**src/rtl/cursor_pkg.sv**
```systemverilog
package cursor_pkg;
  localparam int unsigned CUR_DIM   = 32;
  localparam int unsigned CUR_BPP   = 2;
  localparam int unsigned BYTE_W    = 8;
  localparam int unsigned PIX_PER_B = BYTE_W / CUR_BPP;
  localparam int unsigned BM_BYTES  = CUR_DIM * CUR_DIM / PIX_PER_B;
  localparam int unsigned BM_AW     = $clog2(BM_BYTES);
  localparam int unsigned SLOT_W    = $clog2(PIX_PER_B);
  localparam int unsigned DIM_W     = $clog2(CUR_DIM);

  typedef enum logic [2:0] {
    REG_PTR  = 3'd0,
    REG_DATA = 3'd1,
    REG_POSX = 3'd2,
    REG_POSY = 3'd3,
    REG_COL0 = 3'd4,
    REG_COL1 = 3'd5,
    REG_COL2 = 3'd6,
    REG_MODE = 3'd7
  } reg_addr_e;
endpackage

```
**src/rtl/cursor_bitmap.sv**
```systemverilog
module cursor_bitmap
  import cursor_pkg::*;
(
  input  logic              clk_i,
  input  logic              rst_ni,
  input  logic              ptr_load_i,
  input  logic [BM_AW-1:0]  ptr_val_i,
  input  logic              wr_i,
  input  logic [BYTE_W-1:0] wdata_i,
  input  logic [BM_AW-1:0]  rd_addr_i,
  output logic [BYTE_W-1:0] rd_data_o
);
  logic [BYTE_W-1:0] mem_q [BM_BYTES];
  logic [BM_AW-1:0]  ptr_q;

  always_ff @(posedge clk_i or negedge rst_ni) begin
    if (!rst_ni)         ptr_q <= '0;
    else if (ptr_load_i) ptr_q <= ptr_val_i;
    else if (wr_i)       ptr_q <= ptr_q + 1'b1;  // natural wrap
  end

  always_ff @(posedge clk_i) begin
    if (wr_i) mem_q[ptr_q] <= wdata_i;
  end

  assign rd_data_o = mem_q[rd_addr_i];

  // pointer advances by one per data write
  a_r3_ptr_advance: assert property (@(posedge clk_i) disable iff (!rst_ni)
    (wr_i && !ptr_load_i) |=> (ptr_q == $past(ptr_q) + 1'b1));
endmodule

```
**src/rtl/cursor_window.sv**
```systemverilog
module cursor_window
  import cursor_pkg::*;
#(
  parameter int unsigned COORD_W = 11
) (
  input  logic [COORD_W-1:0] pix_x_i,
  input  logic [COORD_W-1:0] pix_y_i,
  input  logic [COORD_W-1:0] pos_x_i,
  input  logic [COORD_W-1:0] pos_y_i,
  output logic               hit_o,
  output logic [BM_AW-1:0]   byte_addr_o,
  output logic [SLOT_W-1:0]  slot_o
);
  logic [COORD_W-1:0] rel_x, rel_y;
  logic               in_x, in_y;

  assign rel_x = pix_x_i - pos_x_i;
  assign rel_y = pix_y_i - pos_y_i;
  assign in_x  = (pix_x_i >= pos_x_i) && (rel_x < COORD_W'(CUR_DIM));
  assign in_y  = (pix_y_i >= pos_y_i) && (rel_y < COORD_W'(CUR_DIM));
  assign hit_o = in_x && in_y;

  // row-major: DIM/PIX_PER_B bytes per row, column slot inside the byte
  assign byte_addr_o = {rel_y[DIM_W-1:0], rel_x[DIM_W-1:SLOT_W]};
  assign slot_o      = rel_x[SLOT_W-1:0];
endmodule

```
**src/rtl/cursor_decode.sv**
```systemverilog
module cursor_decode
  import cursor_pkg::*;
#(
  parameter int unsigned RGB_W = 24
) (
  input  logic               mode_i,
  input  logic               hit_i,
  input  logic [CUR_BPP-1:0] code_i,
  input  logic [RGB_W-1:0]   pix_i,
  input  logic [RGB_W-1:0]   col0_i,
  input  logic [RGB_W-1:0]   col1_i,
  input  logic [RGB_W-1:0]   col2_i,
  output logic [RGB_W-1:0]   pix_o
);
  always_comb begin
    pix_o = pix_i;
    if (hit_i) begin
      if (!mode_i) begin
        unique case (code_i)
          2'b00:   pix_o = col0_i;
          2'b01:   pix_o = col1_i;
          2'b10:   pix_o = pix_i;
          default: pix_o = ~pix_i;
        endcase
      end else begin
        unique case (code_i)
          2'b00:   pix_o = pix_i;
          2'b01:   pix_o = col0_i;
          2'b10:   pix_o = col1_i;
          default: pix_o = col2_i;
        endcase
      end
    end
  end
endmodule

```
**src/rtl/cursor_overlay.sv**
```systemverilog
module cursor_overlay
  import cursor_pkg::*;
#(
  parameter int unsigned COORD_W = 11,
  parameter int unsigned RGB_W   = 24
) (
  input  logic               clk_i,
  input  logic               rst_ni,
  input  logic               reg_we_i,
  input  logic [2:0]         reg_addr_i,
  input  logic [RGB_W-1:0]   reg_wdata_i,
  input  logic               pix_valid_i,
  input  logic [COORD_W-1:0] pix_x_i,
  input  logic [COORD_W-1:0] pix_y_i,
  input  logic [RGB_W-1:0]   pix_rgb_i,
  output logic               pix_valid_o,
  output logic [RGB_W-1:0]   pix_rgb_o
);
  logic [COORD_W-1:0] pos_x_q, pos_y_q;
  logic [RGB_W-1:0]   col_q [3];
  logic               mode_q;
  logic               hit;
  logic [BM_AW-1:0]   byte_addr;
  logic [SLOT_W-1:0]  slot;
  logic [BYTE_W-1:0]  bm_byte;
  logic [CUR_BPP-1:0] code;
  logic [RGB_W-1:0]   mixed;
  logic               live_q;

  always_ff @(posedge clk_i or negedge rst_ni) begin
    if (!rst_ni) begin
      pos_x_q <= '0;
      pos_y_q <= '0;
      mode_q  <= 1'b0;
      for (int i = 0; i < 3; i++) col_q[i] <= '0;
    end else if (reg_we_i) begin
      case (reg_addr_e'(reg_addr_i))
        REG_POSX: pos_x_q  <= reg_wdata_i[COORD_W-1:0];
        REG_POSY: pos_y_q  <= reg_wdata_i[COORD_W-1:0];
        REG_COL0: col_q[0] <= reg_wdata_i;
        REG_COL1: col_q[1] <= reg_wdata_i;
        REG_COL2: col_q[2] <= reg_wdata_i;
        REG_MODE: mode_q   <= reg_wdata_i[0];
        default: ;
      endcase
    end
  end

  cursor_bitmap u_bitmap (
    .clk_i      (clk_i),
    .rst_ni     (rst_ni),
    .ptr_load_i (reg_we_i && reg_addr_i == REG_PTR),
    .ptr_val_i  (reg_wdata_i[BM_AW-1:0]),
    .wr_i       (reg_we_i && reg_addr_i == REG_DATA),
    .wdata_i    (reg_wdata_i[BYTE_W-1:0]),
    .rd_addr_i  (byte_addr),
    .rd_data_o  (bm_byte)
  );

  cursor_window #(.COORD_W(COORD_W)) u_window (
    .pix_x_i     (pix_x_i),
    .pix_y_i     (pix_y_i),
    .pos_x_i     (pos_x_q),
    .pos_y_i     (pos_y_q),
    .hit_o       (hit),
    .byte_addr_o (byte_addr),
    .slot_o      (slot)
  );

  // pixel n of the byte sits at the LSB end
  assign code = CUR_BPP'(bm_byte >> (slot * CUR_BPP));

  cursor_decode #(.RGB_W(RGB_W)) u_decode (
    .mode_i (mode_q),
    .hit_i  (hit),
    .code_i (code),
    .pix_i  (pix_rgb_i),
    .col0_i (col_q[0]),
    .col1_i (col_q[1]),
    .col2_i (col_q[2]),
    .pix_o  (mixed)
  );

  always_ff @(posedge clk_i or negedge rst_ni) begin
    if (!rst_ni) begin
      pix_valid_o <= 1'b0;
      pix_rgb_o   <= '0;
      live_q      <= 1'b0;
    end else begin
      pix_valid_o <= pix_valid_i;
      pix_rgb_o   <= mixed;
      live_q      <= 1'b1;
    end
  end

  a_r1_latency: assert property (@(posedge clk_i) disable iff (!rst_ni)
    live_q |-> (pix_valid_o == $past(pix_valid_i)));

  a_r2_outside_pass: assert property (@(posedge clk_i) disable iff (!rst_ni)
    (live_q && $past(!hit)) |-> (pix_rgb_o == $past(pix_rgb_i)));

  a_r6_invert: assert property (@(posedge clk_i) disable iff (!rst_ni)
    (live_q && $past(hit && !mode_q && code == 2'b11)) |-> (pix_rgb_o == ~$past(pix_rgb_i)));

  a_r7_transparent: assert property (@(posedge clk_i) disable iff (!rst_ni)
    (live_q && $past(hit && mode_q && code == 2'b00)) |-> (pix_rgb_o == $past(pix_rgb_i)));
endmodule

```
**config.mk**
```make
export PLATFORM = sky130hd
export DESIGN_NAME = cursor_overlay
export DESIGN_NICKNAME = d
export VERILOG_FILES = /design/src/rtl/cursor_pkg.sv /design/src/rtl/cursor_bitmap.sv /design/src/rtl/cursor_window.sv /design/src/rtl/cursor_decode.sv /design/src/rtl/cursor_overlay.sv
export SDC_FILE = /design/constraint.sdc
export NUM_CORES = 2
export LEC_CHECK = 0
export BUFFER_PORTS_ARGS = -buffer_cell sky130_fd_sc_hd__buf_2
export CAP_MARGIN = 20
export CORE_MARGIN = 8
export CORE_UTILIZATION = 40
export DETAILED_ROUTE_END_ITERATION = 7
export GPL_ROUTABILITY_DRIVEN = 0
export PLACE_DENSITY = 0.62
export RECOVER_POWER = 25
export SLEW_MARGIN = 30
export SYNTH_ARGS = -nofsm -noshare
export SYNTH_HDL_FRONTEND = slang
export SYNTH_SLANG_ARGS = --single-unit
```
**constraint.sdc**
```tcl
create_clock -name clk_i -period 6.7 [get_ports clk_i]
set_input_delay 0.67 -clock clk_i [delete_from_list [all_inputs] [get_ports clk_i]]
set_output_delay 0.67 -clock clk_i [all_outputs]
set_load 0.005 [all_outputs]
```
==> results.md <==
* Leading area contributor after synthesis: edfxtp_1
* Setup Slack @ Placement at -223 ps
* Ys flop type: edfxtp_1
* Post-route cell area at 0.101 mm²
* Clock Skews at 36.2 ps
* Residual DRC at 2
* Grt ovf at 0
* Overall global routing resource usage at 23.3%
* Pwr dens at 408 mW/mm²
* Static leakage at 33.3 nW
* Reg clk slew, reported paths at 60 ps
* Yosys cell types at 85
* Routed Antenna Nets at 0
* Worst-path maximum fanout at 49
* Syn_nets at 5833
* Status: finished with violations
* Hold Crit Depth at 2
* CP Class: reg -> reg
* Port buffer count at 101
* Max-slew violations at 1214
* Max Cap Violations at 14
* Clock sinks at 2176
* Synth Warn # at 0
* Synth top area cells: edfxtp_1 70%, mux4_2 4.9%, nand2_1 4.4%
* Worst vdd ir at 499 µV
* Ys async rst share at 5.88%
* Fmax achieved at 154 MHz
* Netlist Area Pre-Place at 0.0881 mm²
* Largest net degree at the start of global routing at 187
* Drt pass-1 iters at 8
* Least-Margin Pin Slew at 5770 ps
* Final WS setup at 191 ps
* Max H-tree Level at 4
* DRT Wirelength at 285000 µm
* CP endpoint kind: flop
* CP Launch Type: flop
* Number of synthesized register bits at 2176
* DR vias at 55.0k
* Final HPWL DP at 180000 µm
* Required @ worst endpoint at 7440 ps
* Clock Path Buffers at 3
* Placed instance area at 0.0935 mm²
* Vias in the first global route at 52.3k
* Final nets at 6096
* Row cnt at 172
* Post-layout min period at 6510 ps
* Failing checks: DRC, capacitance limit, slew limit
* Initial Util at 40.2%
* DR iter-0 viols at 8495
* Most numerous cell in the Yosys netlist: edfxtp_1
* Routed vias/inst at 6.07
* Gate Count Post-Synth at 5727
* Setup Fix Bufs, Post-CTS at 0
* Die Area at 0.236 mm²
* R2r worst-path depth at 20
* Mean Syn Cell Area at 15.4 µm²
* Slew Limit Headroom at -285%
* Core area at 0.219 mm²
* Synth-to-Final Area Change at 14.2%
* Clock Latency Late Sink at 880 ps
* Worst Hold Path EP: col_q[17]$_DFFE_PN0P_
* Number of synthesized flops with an enable pin at 2048
* Post-synth top cells: 2048 x edfxtp_1, 1032 x nand2_1, 369 x nor2_1, 284 x nand3_1, 245 x mux2i_1
* Die H at 485 µm
* Worst Path Arrival at 7250 ps
* RSZ-0062 raised after global routing: no
* Worst R2R Start: pos_x_q[2]$_DFFE_PN0P_
* R2r setup slk at 190 ps
* # IOs at 102
* Global-route wire length before repair at 400000 µm
* Layout cells sized above 1 at 17.5%
* Seq/Total Area, Yosys at 73.4%
* Hold Path Class: in -> reg
* Final period util at 97.1%
* TritonCTS buffer count at 216
* RR Endpoint: pix_rgb_o[16]$_DFF_PN0_
* CTS tree: done
* Area share of the largest cell type after synthesis at 69.8%
* Fin. Hold Viols at 0
* Initial antenna violation count at 26
* Mean routed wirelength per cell at 31.5 µm
* Die X at 485 µm
* Setup-failing EPs final at 0
* Hold path start: reg_wdata_i[17]
* Root Driver: clkbuf_16
per-stage QoR:
step	std cells	total power (W)	setup TNS [ps]	hold WS (ps)	util, %
finish	9055	0.0410	0	66.1	45.9
global route	9044	0.0420	0	42.7	45.8
CTS	9037	0.0408	0	7.15	45.8
detailed placement	8635	0.0288	-2650	470	42.6
global placement	8634	0.0287	-10850	472	42.6
floorplan	5727	0.0231	0	374	-
worst max-delay path, stage by stage, from the launching register on:
cell	delay, ps
dfrtp_1	320
inv_1	50
ha_1	400
nor2_1	230
a21oi_4	110
xnor2_2	780
buf_12	380
buf_4	370
nand2_1	90
a32oi_1	190
a31oi_1	350
nor4_1	580
o211ai_1	360
nor3_1	590
buf_4	260
nor3_2	70
nand2_2	160
buf_4	390
mux2_1	370
o32ai_1	130
a211oi_1	100
how the worst max path moves through the flow:
stage / cells after the start / to / start / slack, ps
2_1_floorplan: 19 / pix_rgb_o[15]$_DFF_PN0_ / pix_x_i[0] / 1660
3_3_place_gp: 19 / pix_rgb_o[3]$_DFF_PN0_ / pix_x_i[0] / -470
3_5_place_dp: 21 / pix_rgb_o[16]$_DFF_PN0_ / pix_x_i[0] / -220
4_1_cts: 19 / pix_rgb_o[16]$_DFF_PN0_ / pos_x_q[0]$_DFFE_PN0P_ / 170
5_1_grt: 20 / pix_rgb_o[16]$_DFF_PN0_ / pos_x_q[2]$_DFFE_PN0P_ / 100
6_report: 20 / pix_rgb_o[16]$_DFF_PN0_ / pos_x_q[2]$_DFFE_PN0P_ / 190
registers in the layout, summed over array words and instances (netlist names):
signal and flops:
col_q 72, mode_q 1, pix_rgb_o 24, pix_valid_o 1, pos_x_q 11, pos_y_q 11, u_bitmap.mem_q 2048, u_bitmap.ptr_q 8
cell families (layout without fill, tap and decap cells):
group | Yosys count | count (layout) | synth area share (%)
XOR/XNOR | 28 | 28 | 0.300
adder cells (fa/ha/maj) | 29 | 29 | 0.429
AND/OR/NAND/NOR | 1897 | 1897 | 9.11
multiplexers | 569 | 569 | 9.40
flip-flops | 2176 | 2176 | 73.4
AO/OA/AOI/OAI | 637 | 637 | 5.06
other | 0 | 12 | 0
buffers and inverters | 391 | 836 | 2.26
power by group:
group,internal [W],switching (W),leakage [nW],total (W)
sequential,0.0151,0.000131,19.9,0.0152
combinational,0.00470,0.00905,9.93,0.0138
clock,0.00681,0.00530,3.42,0.0121
layer usage:
layer,vias up,part of all wire [%],global-route usage (%),wire length [µm]
met5,-,0.039,0,110
met4,18,5.4,10.7,15300
met3,746,12,6.39,34000
met2,3617,44,34.8,126000
met1,28000,39,31.8,110000
li1,22600,-,-,-
layout make-up:
class | count | area [µm²]
diodes | 12 | 30.0
clock buffers | 267 | 5690
clock inverters | 133 | 1340
fillers | 18700 | 119000
inverters | 47 | 176
multi-input cells | 3160 | 21800
flip-flops and latches | 2176 | 64700
well taps | 2871 | 3590
repair buffers | 389 | 3240
placed cells by master (no fill, tap or decap), types with 40 or more instances in the layout:
cell       count
a21oi_1      107
a31oi_1      102
a32oi_1       86
buf_12        44
buf_2         92
buf_4        233
clkbuf_1      58
clkbuf_16    219
clkinv_1      55
clkinv_2      40
dfrtp_1      128
edfxtp_1    2048
inv_1         47
mux2_2       117
mux2i_1      245
mux4_2       192
nand2_1     1026
nand3_1      279
nand4_1       59
nor2_1       317
nor2_2        46
nor4_1        40
o21ai_0       67
o22ai_1       41
timing repair:
item,in CTS,in global routing
hold endpoints to repair,65,0
gates resized for setup,0,1
endpoints found under the setup margin,0,12
hold buffers,2,0
Note: power is estimated with default switching activity, not from simulation.
